--- src/rtl/wdog_pkg.sv ---
package wdog_pkg;
  typedef enum logic [1:0] {
    WIDX_CTRL_A = 2'd0,
    WIDX_CTRL_B = 2'd1,
    WIDX_TBASE  = 2'd2,
    WIDX_NONE   = 2'd3
  } widx_e;

  localparam int unsigned BIT_RSTF  = 3;
  localparam int unsigned BIT_TOUT  = 2;
  localparam int unsigned BIT_EN_A  = 1;
  localparam int unsigned BIT_EN_B  = 0;
  localparam int unsigned CTRL_BITS = 4;
endpackage

--- src/rtl/wdog_timebase.sv ---
module wdog_timebase #(
  parameter int unsigned W = 32
) (
  input  logic         clk_i,
  input  logic         rst_ni,
  output logic [W-1:0] count_o
);
  always_ff @(posedge clk_i or negedge rst_ni) begin
    if (!rst_ni) count_o <= '0;
    else         count_o <= count_o + 1'b1;
  end
endmodule

--- src/rtl/wdog_interval.sv ---
module wdog_interval #(
  parameter int unsigned LOG2 = 8
) (
  input  logic clk_i,
  input  logic rst_ni,
  input  logic run_i,
  input  logic kick_i,
  output logic expire_o
);
  localparam logic [LOG2-1:0] LAST = '1;

  logic [LOG2-1:0] cnt_q;

  // held at zero while stopped, so arming restarts the interval
  always_ff @(posedge clk_i or negedge rst_ni) begin
    if (!rst_ni)                 cnt_q <= '0;
    else if (!run_i || kick_i)   cnt_q <= '0;
    else                         cnt_q <= cnt_q + 1'b1;
  end

  assign expire_o = run_i && !kick_i && (cnt_q == LAST);
endmodule

--- src/rtl/wdog_ctrl.sv ---
module wdog_ctrl
  import wdog_pkg::*;
#(
  parameter bit ENABLE_ONCE = 1'b0
) (
  input  logic                 clk_i,
  input  logic                 rst_ni,
  input  logic                 wr_a_i,
  input  logic                 wr_b_i,
  input  logic [CTRL_BITS-1:0] wdata_i,
  input  logic                 expire_i,
  output logic                 running_o,
  output logic                 kick_o,
  output logic                 en_a_o,
  output logic                 en_b_o,
  output logic                 tout_o,
  output logic                 rstf_o,
  output logic                 irq_o,
  output logic                 rst_o
);
  logic lock;
  logic en_a_d, en_b_d;
  logic first_exp, second_exp;

  generate
    if (ENABLE_ONCE) begin : g_once
      assign lock = running_o;
    end else begin : g_free
      assign lock = 1'b0;
    end
  endgenerate

  assign running_o  = en_a_o || en_b_o;
  assign kick_o     = wr_a_i && wdata_i[BIT_TOUT];
  assign first_exp  = expire_i && !tout_o;
  assign second_exp = expire_i && tout_o;

  always_comb begin
    en_a_d = en_a_o;
    en_b_d = en_b_o;
    if (wr_a_i) en_a_d = lock ? (en_a_o || wdata_i[BIT_EN_A]) : wdata_i[BIT_EN_A];
    if (wr_b_i) en_b_d = lock ? (en_b_o || wdata_i[BIT_EN_B]) : wdata_i[BIT_EN_B];
  end

  always_ff @(posedge clk_i or negedge rst_ni) begin
    if (!rst_ni) begin
      en_a_o <= 1'b0;
      en_b_o <= 1'b0;
      tout_o <= 1'b0;
      rstf_o <= 1'b0;
      irq_o  <= 1'b0;
      rst_o  <= 1'b0;
    end else begin
      en_a_o <= en_a_d;
      en_b_o <= en_b_d;
      irq_o  <= first_exp;
      rst_o  <= second_exp;
      if (kick_o)         tout_o <= 1'b0;
      else if (first_exp) tout_o <= 1'b1;
      // a reset event is never lost to a simultaneous clear
      if (second_exp)                         rstf_o <= 1'b1;
      else if (wr_a_i && wdata_i[BIT_RSTF])   rstf_o <= 1'b0;
    end
  end
endmodule

--- src/rtl/wdog_dual_en.sv ---
module wdog_dual_en
  import wdog_pkg::*;
#(
  parameter int unsigned DATA_W       = 32,
  parameter int unsigned ADDR_W       = 4,
  parameter int unsigned TIMEOUT_LOG2 = 8,
  parameter bit          ENABLE_ONCE  = 1'b0
) (
  input  logic              clk_i,
  input  logic              rst_ni,
  input  logic              bus_req_i,
  input  logic              bus_we_i,
  input  logic [ADDR_W-1:0] bus_addr_i,
  input  logic [DATA_W-1:0] bus_wdata_i,
  output logic [DATA_W-1:0] bus_rdata_o,
  output logic              wdt_irq_o,
  output logic              wdt_rst_o
);
  widx_e             widx;
  logic              wr_a, wr_b;
  logic              running, kick, expire;
  logic              en_a, en_b, flag_tout, flag_rst;
  logic [DATA_W-1:0] tbase;
  logic              unused_bits;

  assign widx        = widx_e'(bus_addr_i[3:2]);
  assign wr_a        = bus_req_i && bus_we_i && (widx == WIDX_CTRL_A);
  assign wr_b        = bus_req_i && bus_we_i && (widx == WIDX_CTRL_B);
  assign unused_bits = ^{bus_wdata_i[DATA_W-1:CTRL_BITS], bus_addr_i[1:0]};

  wdog_timebase #(.W(DATA_W)) u_tbase (
    .clk_i   (clk_i),
    .rst_ni  (rst_ni),
    .count_o (tbase)
  );

  wdog_interval #(.LOG2(TIMEOUT_LOG2)) u_interval (
    .clk_i    (clk_i),
    .rst_ni   (rst_ni),
    .run_i    (running),
    .kick_i   (kick),
    .expire_o (expire)
  );

  wdog_ctrl #(.ENABLE_ONCE(ENABLE_ONCE)) u_ctrl (
    .clk_i     (clk_i),
    .rst_ni    (rst_ni),
    .wr_a_i    (wr_a),
    .wr_b_i    (wr_b),
    .wdata_i   (bus_wdata_i[CTRL_BITS-1:0]),
    .expire_i  (expire),
    .running_o (running),
    .kick_o    (kick),
    .en_a_o    (en_a),
    .en_b_o    (en_b),
    .tout_o    (flag_tout),
    .rstf_o    (flag_rst),
    .irq_o     (wdt_irq_o),
    .rst_o     (wdt_rst_o)
  );

  always_comb begin
    bus_rdata_o = '0;
    unique case (widx)
      WIDX_CTRL_A: begin
        bus_rdata_o[BIT_RSTF] = flag_rst;
        bus_rdata_o[BIT_TOUT] = flag_tout;
        bus_rdata_o[BIT_EN_A] = en_a;
      end
      WIDX_CTRL_B: bus_rdata_o[BIT_EN_B] = en_b;
      WIDX_TBASE:  bus_rdata_o = tbase;
      default:     bus_rdata_o = '0;
    endcase
  end
endmodule

--- config.mk ---
export PLATFORM = sky130hd
export DESIGN_NAME = wdog_dual_en
export DESIGN_NICKNAME = d
export VERILOG_FILES = /design/src/rtl/wdog_pkg.sv /design/src/rtl/wdog_timebase.sv /design/src/rtl/wdog_interval.sv /design/src/rtl/wdog_ctrl.sv /design/src/rtl/wdog_dual_en.sv
export SDC_FILE = /design/constraint.sdc
export NUM_CORES = 1
export LEC_CHECK = 0
export BUFFER_PORTS_ARGS = -buffer_cell sky130_fd_sc_hd__buf_4
export CELL_PAD_IN_SITES_DETAIL_PLACEMENT = 0
export CELL_PAD_IN_SITES_GLOBAL_PLACEMENT = 1
export CORE_ASPECT_RATIO = 0.5
export CORE_MARGIN = 2
export CORE_UTILIZATION = 38
export CTS_BUF_LIST = sky130_fd_sc_hd__clkbuf_4 sky130_fd_sc_hd__clkbuf_8 sky130_fd_sc_hd__clkbuf_16
export DETAILED_ROUTE_END_ITERATION = 16
export GPL_ROUTABILITY_DRIVEN = 0
export MAX_ROUTING_LAYER = met4
export PLACE_DENSITY_LB_ADDON = 0.25
export SETUP_SLACK_MARGIN = 0.1
export SYNTH_ARGS = -nofsm -noshare
export SYNTH_HDL_FRONTEND = slang
export SYNTH_SLANG_ARGS = --single-unit
--- constraint.sdc ---
create_clock -name clk_i -period 1.81 [get_ports clk_i]
set_input_delay 0.2715 -clock clk_i [delete_from_list [all_inputs] [get_ports clk_i]]
set_output_delay 0.2715 -clock clk_i [all_outputs]
set_load 0.05 [all_outputs]
==> run metrics, run 1 <==
status finished with violations; failing checks negative hold slack; DR vias 1656; synth unique cells 28; Routed Antenna Nets 0; Setup Fix Bufs, Post-CTS 0; cts bufs inserted 5; dpl cell area 0.00274 mm2; leading cell type in the layout, fill and taps excluded buf_4; worst-skew pair later-pin latency 280 ps; Slew @ Worst Pin 574 ps; layout cells sized above 1 28.0%; # H-tree levels 2; synthesis-stage register bit count 46; Slew HR 61.7%; clock sink total 46; global route overflow 0; Post-synth EDFFs 0; Port-buffer cells 43; # setup viols final 0; CP delay by family, top simple AND/OR/NAND/NOR gates; die width 113 um; vias in the first global route 1668; Critical Path Source Type register; critical path depth in cells 5; DRT Pass-1 Iters 4; setup tns final 0 ps; Hold Path Class input port to async pin; crit path from u_tbase.count_o[0]; skew final 5.94 ps; largest net degree at the start of global routing 47; Boundary Pins 74; DRT Wirelength 4480 um; GRT Total Usage 15.3%; Pwr Density 755 mW/mm2; first-pass GRT wire length 7820 um; CP Data Arrival Time 1830 ps; Die Area 0.00666 mm2; MaxCap Viol Count 0; r2r setup slk 180 ps; global route hottest layer met2; Synth async-reset ratio 100%; Root Driver clkbuf_16; drt first-iter violations 29; row count 19; grt met2 use 25.8%; Max Clock Freq 615 MHz; hpwl dp 3260 um; Setup CP Type register to register; routed len/inst 13.1 um; Seq/Total Area, Yosys 50.6%; final hold vios 22; FF-to-FF path depth 5; Initial Util 40.4%; crit-path max cell delay 530 ps; Clk pin slew, worst setup/hold paths 60 ps; reg2reg start u_tbase.count_o[0]; clk buf depth 2; # DRC 0; nets 312; slowest cell on the critical path or4_4; met1 GRT Util 19.5%; Vias/cell 4.86; CP cell instances ha_2, nand3_2, or4_4, nor2_2, xor2_1; post-synthesis cell count 212; reg2reg end u_tbase.count_o[18]; ANT cells 0; Mapped Nets 257; Buf/Inv on CP 0; crit end category register; CTS tree done; RSZ-0062 raised after global routing true; dominant synthesized flop cell dfrtp_1; Syn Area/Cell 10.7 um2; most frequent cells in the layout buf_4 (52), dfrtp_1 (43), and2_1 (31), xnor2_1 (23), nor2_1 (17); Die H 58.7 um; GRT met3 Usage 3.40%; hold slack -19.5 ps; initial antenna violation count 0; Layout Area Growth over Synthesis 28.5%; minimum clock period 1630 ps; Tcrit/Tclk final 89.9%; leakage 0.00146 uW; Post-Syn Area 0.00227 mm2; CP endpoint u_tbase.count_o[18]; peak supply drop 0.000352 V; core area 0.00563 mm2; Worst EP required 2010 ps; Slew Limit Fails 0; final non-filler cell area 0.00292 mm2; hold_buf cts 0; Worst Path Max Fanout 5; YS warnings 0
[metrics by stage]
stage	utilization (%)	hold WS, ps	setup WS [ps]	power [uW]	cells
floorplan	-	-24.1	176	1230	212
global placement	48.6	313	154	1310	333
detailed placement	48.6	319	122	1320	333
CTS	51.4	10.6	142	2250	341
global route	51.8	23.2	83.1	2330	341
finish	51.8	-19.5	183	2200	341
[routing by layer]
metal | share of wire [%] | vias to the layer above | routed length, um
met5 | 0 | - | 0
li1 | - | 825 | -
met4 | 0.31 | 0 | 14
met3 | 3.1 | 2 | 140
met1 | 46 | 803 | 2070
met2 | 50 | 26 | 2250
[report_power, final]
group | switching (uW) | leakage, uW | total (uW) | internal [uW]
combinational | 106 | 0.000774 | 185 | 78.9
clock | 367 | 0.0000729 | 913 | 546
sequential | 36.8 | 0.000617 | 1110 | 1070
[repair_timing]
item,in CTS,in global routing
pin swaps,0,0
setup endpoints to repair,1,10
gates resized for setup,1,6
cloned,0,0
[synthesized netlist by cell type, types with 2 or more instances]
| cell type | count | area (um2) |
|---|---|---|
| dfrtp_1 | 46 | 1150 |
| and2_1 | 31 | 194 |
| xnor2_1 | 23 | 201 |
| nor2_1 | 17 | 63.8 |
| nand2_1 | 13 | 48.8 |
| xor2_1 | 13 | 114 |
| nand3_1 | 12 | 60.1 |
| nand4_1 | 12 | 75.1 |
| inv_1 | 8 | 30.0 |
| ha_1 | 5 | 62.6 |
| and3_1 | 4 | 25.0 |
| clkbuf_1 | 4 | 15.0 |
| a22o_1 | 3 | 26.3 |
| and4_1 | 2 | 17.5 |
| mux2_2 | 2 | 22.5 |
| nand4_2 | 2 | 25.0 |
| nor3_1 | 2 | 10.0 |
| nor4_4 | 2 | 42.5 |
| o21ai_1 | 2 | 10.0 |
[kinds of logic (layout without fill, tap and decap cells)]
family	Yosys count	count (layout)	synth area share, %
AND/OR/NAND/NOR	104	104	27.6
flip-flops	46	46	50.6
XOR/XNOR	36	36	13.9
buffers and inverters	12	68	1.98
AO/OA/AOI/OAI	7	7	2.15
adder cells (fa/ha/maj)	5	5	2.75
multiplexers	2	2	0.991
[worst min path at each step]
stage | start | end | cells after the start
3_3_place_gp | rst_ni | u_tbase.count_o[5] | 1
3_5_place_dp | rst_ni | u_tbase.count_o[5] | 1
5_1_grt | rst_ni | u_tbase.count_o[0] | 1
4_1_cts | rst_ni | u_tbase.count_o[5] | 1
6_report | rst_ni | u_tbase.count_o[0] | 1
2_1_floorplan | rst_ni | u_ctrl.en_a_o | 0
[state kept, by name, indices dropped and copies added, names as in the netlist]
name and cells:
u_ctrl.tout_o 1, u_tbase.count_o 32, u_ctrl.rstf_o 1, u_ctrl.rst_o 1, u_ctrl.en_a_o 1, u_ctrl.en_b_o 1
u_interval.cnt_q 8, u_ctrl.irq_o 1
[layout make-up]
class,instances,area (um2)
Sequential cell,46,1150
Inverter,8,30.0
Timing Repair Buffer,52,390
Fill cell,531,2710
Clock buffer,6,139
Clock inverter,2,12.5
Tap cell,73,91.3
Multi-Input combinational cell,154,1100
No activity file was read; power rests on OpenSTA's default activity.
==> run 2: changes to the inputs <==
- CELL_PAD_IN_SITES_DETAIL_PLACEMENT: 0 -> not set
- CELL_PAD_IN_SITES_GLOBAL_PLACEMENT: 1 -> not set
- CORE_UTILIZATION: 38 -> 50
==> run metrics, run 2 (synthesis gave the netlist of run 1 again) <==
setup tns final 0 ps (unchanged); crit-path max cell delay 520 ps (was 530 ps); DP Cell Count 316 (was 333); vias in the first global route 1750 (was 1668); Routed Antenna Nets 0 (unchanged); Max Clock Freq 616 MHz (was 615 MHz); CTS tree done (unchanged); Clk pin slew, worst setup/hold paths 80 ps (was 60 ps); DRT Wirelength 4280 um (was 4480 um); hpwl dp 3090 um (was 3260 um); slowest cell on the critical path or4_4 (unchanged); CP delay by family, top simple AND/OR/NAND/NOR gates (unchanged); initial antenna violation count 0 (unchanged); Vias/cell 5.19 (was 4.86); CP cell instances ha_2, nand3_4, or4_4, nor2_2, xor2_1 (was ha_2, nand3_2, or4_4, nor2_2, xor2_1); Final Core Density 66.6% (was 51.8%); first-pass GRT wire length 7730 um (was 7820 um); DRT Pass-1 Iters 4 (unchanged); Slew Limit Fails 0 (unchanged); clk buf depth 2 (unchanged); core area 0.00438 mm2 (was 0.00563 mm2); die width 99.4 um (was 113 um); skew final 6.31 ps (was 5.94 ps); nets 314 (was 312); leakage 0.00146 uW (about the same); worst-skew pair later-pin latency 300 ps (was 280 ps); Die H 51.7 um (was 58.7 um); Top reg by flops u_tbase.count_o (unchanged); # DRC 0 (unchanged); Final WS setup 187 ps (was 183 ps); Port-buffer cells 43 (unchanged); Finished Layout Cells 327 (was 341); layout cells sized above 1 27.8% (was 28.0%); Critical Path Source Type register (unchanged); Slew HR 62.7% (was 61.7%); minimum clock period 1620 ps (was 1630 ps); # setup viols final 0 (unchanged); Slew @ Worst Pin 559 ps (was 574 ps); crit end category register (unchanged); hold slack 205 ps (was -19.5 ps); drt first-iter violations 75 (was 29); Pwr Density 763 mW/mm2 (was 755 mW/mm2); cts bufs inserted 5 (unchanged); ANT cells 0 (unchanged); Worst EP required 2040 ps (was 2010 ps); Setup CP Type register to register (unchanged); Tcrit/Tclk final 89.7% (was 89.9%); clock sink total 46 (unchanged); Buf/Inv on CP 0 (unchanged); GRT Total Usage 20.0% (was 15.3%); largest net degree at the start of global routing 47 (unchanged); most frequent cells in the layout buf_4 (52), dfrtp_1 (44), and2_1 (31), xnor2_1 (23), nor2_1 (17) (was buf_4 (52), dfrtp_1 (43), and2_1 (31), xnor2_1 (23), nor2_1 (17)); fill count 371 (was 531); MaxCap Viol Count 0 (unchanged); CP Data Arrival Time 1850 ps (was 1830 ps); Root Driver clkbuf_8 (was clkbuf_16); leading cell type in the layout, fill and taps excluded buf_4 (unchanged); RSZ-0062 raised after global routing false (was true); Die Area 0.00513 mm2 (was 0.00666 mm2); Boundary Pins 74 (unchanged); row count 17 (was 19); peak supply drop 0.000582 V (was 0.000352 V); Layout Area Growth over Synthesis 28.4% (was 28.5%); Largest regs u_tbase.count_o: 32 flops, u_interval.cnt_q: 8 flops (unchanged); Worst Path Max Fanout 5 (unchanged); pre-CTS setup slack 49.0 ps (was 122 ps); status finished clean (was finished with violations); Initial Util 51.9% (was 40.4%); Hold Path Class input port to register (was input port to async pin); routed len/inst 13.1 um (about the same); DR vias 1696 (was 1656); max reg flops 32 (unchanged); global route overflow 0 (unchanged); # H-tree levels 2 (unchanged); final hold vios 0 (was 22)
run 2: changes by cell type in the layout (fill, tap and decap cells not counted):
cell | previous run | this run
nand3_4 | 0 | 1
dfrtp_2 | 3 | 2
nand4_2 | 0 | 1
dlygate4sd3_1 | 0 | 1
dfrtp_1 | 43 | 44
nand4_4 | 3 | 2
bufinv_16 | 0 | 2
clkbuf_16 | 5 | 0
clkinvlp_4 | 1 | 0
clkinv_2 | 1 | 0
clkbuf_8 | 1 | 6
nand3_2 | 1 | 0
buf_12 | 0 | 1
run 2: report_power, final:
group / switching [uW] / internal (uW)
clock: 340 / 589
sequential: 37.2 / 1070
combinational: 110 / 82.5
total: 487 / 1740
run 2: cell type report:
type	instances	area, um2	share of cell area, %
Timing Repair Buffer	54	420	14.4
Tap cell	57	71.3	2.44
Sequential cell	46	1150	39.5
Inverter	8	30.0	1.03
Multi-Input combinational cell	154	1100	37.7
Clock inverter	2	60.1	2.06
Clock buffer	6	82.6	2.83
run 2: path summary, 6_finish.rpt:
kind,startpoint,to,slack [ps],cells past startpoint
worst max-delay path,u_tbase.count_o[0],u_tbase.count_o[18],190,5
worst min-delay path,bus_wdata_i[1],u_ctrl.en_a_o,210,2
worst max register to register,u_tbase.count_o[0],u_tbase.count_o[18],190,5
worst min register to register,u_tbase.count_o[31],u_tbase.count_o[31],470,1
max in group asynchronous,rst_ni,u_tbase.count_o[5],900,2
min in group asynchronous,rst_ni,u_tbase.count_o[8],510,2
run 2: metal layers:
layer  part of all wire [%]  up-vias  GRT usage, %
li1                       -      825             -
met1                     45      822          24.2
met2                     49       42          33.9
met3                    4.9        7          4.44
met4                    1.2        0          7.53
met5                      0        -             -
run 2: what timing repair did:
action,in CTS,in global routing
setup endpoints to repair,5,6
gates cloned,0,0
endpoints found under the hold margin,46,0
pin swaps,0,1
hold buffers,1,0
setup buffers,0,2
resized for setup,1,5
run 2: metrics by stage:
step	power, uW	area (um2)
final	2230	2920
after global routing	2330	2920
after CTS	2250	2880
after detailed placement	1320	2730
after global placement	1310	2730
after floorplan	1230	2270
==> run 3: changes to the inputs <==
- CORE_UTILIZATION: 50 -> 54
- clock period: 1.81 -> 2.1 ns (I/O delays scaled with it)
==> run metrics, run 3 (synthesis gave the netlist of run 1 again) <==
Layout Area Growth over Synthesis 23.1% (was 28.4%); minimum clock period 1780 ps (was 1620 ps); leakage 0.00140 uW (was 0.00146 uW); GRT Total Usage 20.5% (was 20.0%); Clk pin slew, worst setup/hold paths 90 ps (was 80 ps); Port-buffer cells 43 (unchanged); max reg flops 32 (unchanged); Routed Antenna Nets 0 (unchanged); drt first-iter violations 60 (was 75); routed len/inst 13.0 um (was 13.1 um); layout cells sized above 1 25.1% (was 27.8%); MaxCap Viol Count 0 (unchanged); core area 0.00396 mm2 (was 0.00438 mm2); Hold Path Class input port to async pin (was input port to register); power share of the combinational group 9.0% (was 8.7%); row count 16 (was 17); Int Pwr 1340 uW (was 1740 uW); Slew HR 62.1% (was 62.7%); DR vias 1625 (was 1696); first-pass GRT wire length 7350 um (was 7730 um); Root Driver clkbuf_8 (unchanged); Seq pwr share 53.9% (was 49.7%); crit end category register (unchanged); die width 95.8 um (was 99.4 um); Setup CP Type register to register (unchanged); CTS tree done (unchanged); pre-CTS setup slack 280 ps (was 49.0 ps); Max Clock Freq 563 MHz (was 616 MHz); cts bufs inserted 5 (unchanged); final non-filler cell area 0.00280 mm2 (was 0.00292 mm2); Final Core Density 70.6% (was 66.6%); Worst Path Max Fanout 6 (was 5); vias in the first global route 1674 (was 1750); clock sink total 46 (unchanged); Critical Path Source Type register (unchanged); clk buf depth 2 (unchanged); Boundary Pins 74 (unchanged); # setup viols final 0 (unchanged); worst-skew pair later-pin latency 290 ps (was 300 ps); Net Switching 429 uW (was 487 uW); Final WS setup 324 ps (was 187 ps); Worst EP required 2290 ps (was 2040 ps); # DRC 0 (unchanged); Largest regs u_tbase.count_o: 32 flops, u_interval.cnt_q: 8 flops (unchanged); Initial Util 57.4% (was 51.9%); # H-tree levels 2 (unchanged); ANT cells 0 (unchanged); status finished clean (unchanged); nets 307 (was 314); Vias/cell 5.13 (was 5.19); hold_buf cts 0 (was 1); RSZ-0062 raised after global routing false (unchanged); skew final 4.79 ps (was 6.31 ps); DRT Wirelength 4130 um (was 4280 um); Slew @ Worst Pin 569 ps (was 559 ps); setup tns final 0 ps (unchanged); largest net degree at the start of global routing 47 (unchanged); Pwr Density 632 mW/mm2 (was 763 mW/mm2); dpl cell area 0.00267 mm2 (was 0.00273 mm2); Top reg by flops u_tbase.count_o (unchanged); Tcrit/Tclk final 84.6% (was 89.7%); clock power share 37.1% (was 41.7%); final hold vios 0 (unchanged); Die H 49.9 um (was 51.7 um); hpwl dp 2900 um (was 3090 um); peak supply drop 0.000371 V (was 0.000582 V); global route overflow 0 (unchanged); Slew Limit Fails 0 (unchanged); DRT Pass-1 Iters 4 (unchanged); Die Area 0.00478 mm2 (was 0.00513 mm2); initial antenna violation count 0 (unchanged); leading cell type in the layout, fill and taps excluded buf_4 (unchanged); most frequent cells in the layout buf_4 (47), dfrtp_1 (46), and2_1 (31), xnor2_1 (23), nor2_1 (17) (was buf_4 (52), dfrtp_1 (44), and2_1 (31), xnor2_1 (23), nor2_1 (17)); sw frac 24.2% (was 21.9%); CP Data Arrival Time 1960 ps (was 1850 ps)
-- run 3: final cells by class --
cell class                      count  area (um2)
Inverter                            8        30.0
Fill cell                         308        1170
Clock inverter                      3        45.0
Tap cell                           54        67.6
Sequential cell                    46        1150
Multi-Input combinational cell    154        1080
Clock buffer                        5        68.8
Timing Repair Buffer               47         353
-- run 3: timing repair --
item                                    CTS  global route
endpoints found under the setup margin    0             3
setup buffers                             0             1
resized for setup                         0             1
-- run 3: stage by stage --
step,total power (uW),hold slack (ps),cells
finish,1770,7.87,317
detailed placement,1130,355,308
global placement,1120,349,308
CTS,1790,26.9,316
global route,1850,56.0,317
floorplan,1060,19.4,212
-- run 3: routing by layer --
metal	track usage [%]	routed length [um]
met2	33.6	2000
met1	25.7	1970
met4	5.24	13
met3	5.20	143
met5	-	0
-- run 3: power groups by stage --
stage	Sequential, uW	Clock [uW]	Combinational, uW
finish	954	656	159
global route	960	713	182
CTS	954	672	162
detailed placement	972	0	162
global placement	967	0	157
floorplan	961	0	99.0
-- run 3: critical path: stages (launching register included) --
cell and delay (ps):
dfrtp_1 440, ha_1 230, nand3_2 190, nor4_4 360, buf_4 200, nand4_1 120, xnor2_1 140
-- run 3: final timing paths --
check	start	to	slack, ps	cells past startpoint
worst max-delay path	u_tbase.count_o[0]	u_tbase.count_o[26]	320	6
worst min register to register	u_tbase.count_o[31]	u_tbase.count_o[31]	470	1
worst min-delay path	rst_ni	u_tbase.count_o[7]	8	1
min in group clk_i	bus_wdata_i[0]	u_ctrl.en_b_o	260	2
max in group asynchronous	rst_ni	u_interval.cnt_q[3]	1700	1
worst max register to register	u_tbase.count_o[0]	u_tbase.count_o[26]	320	6
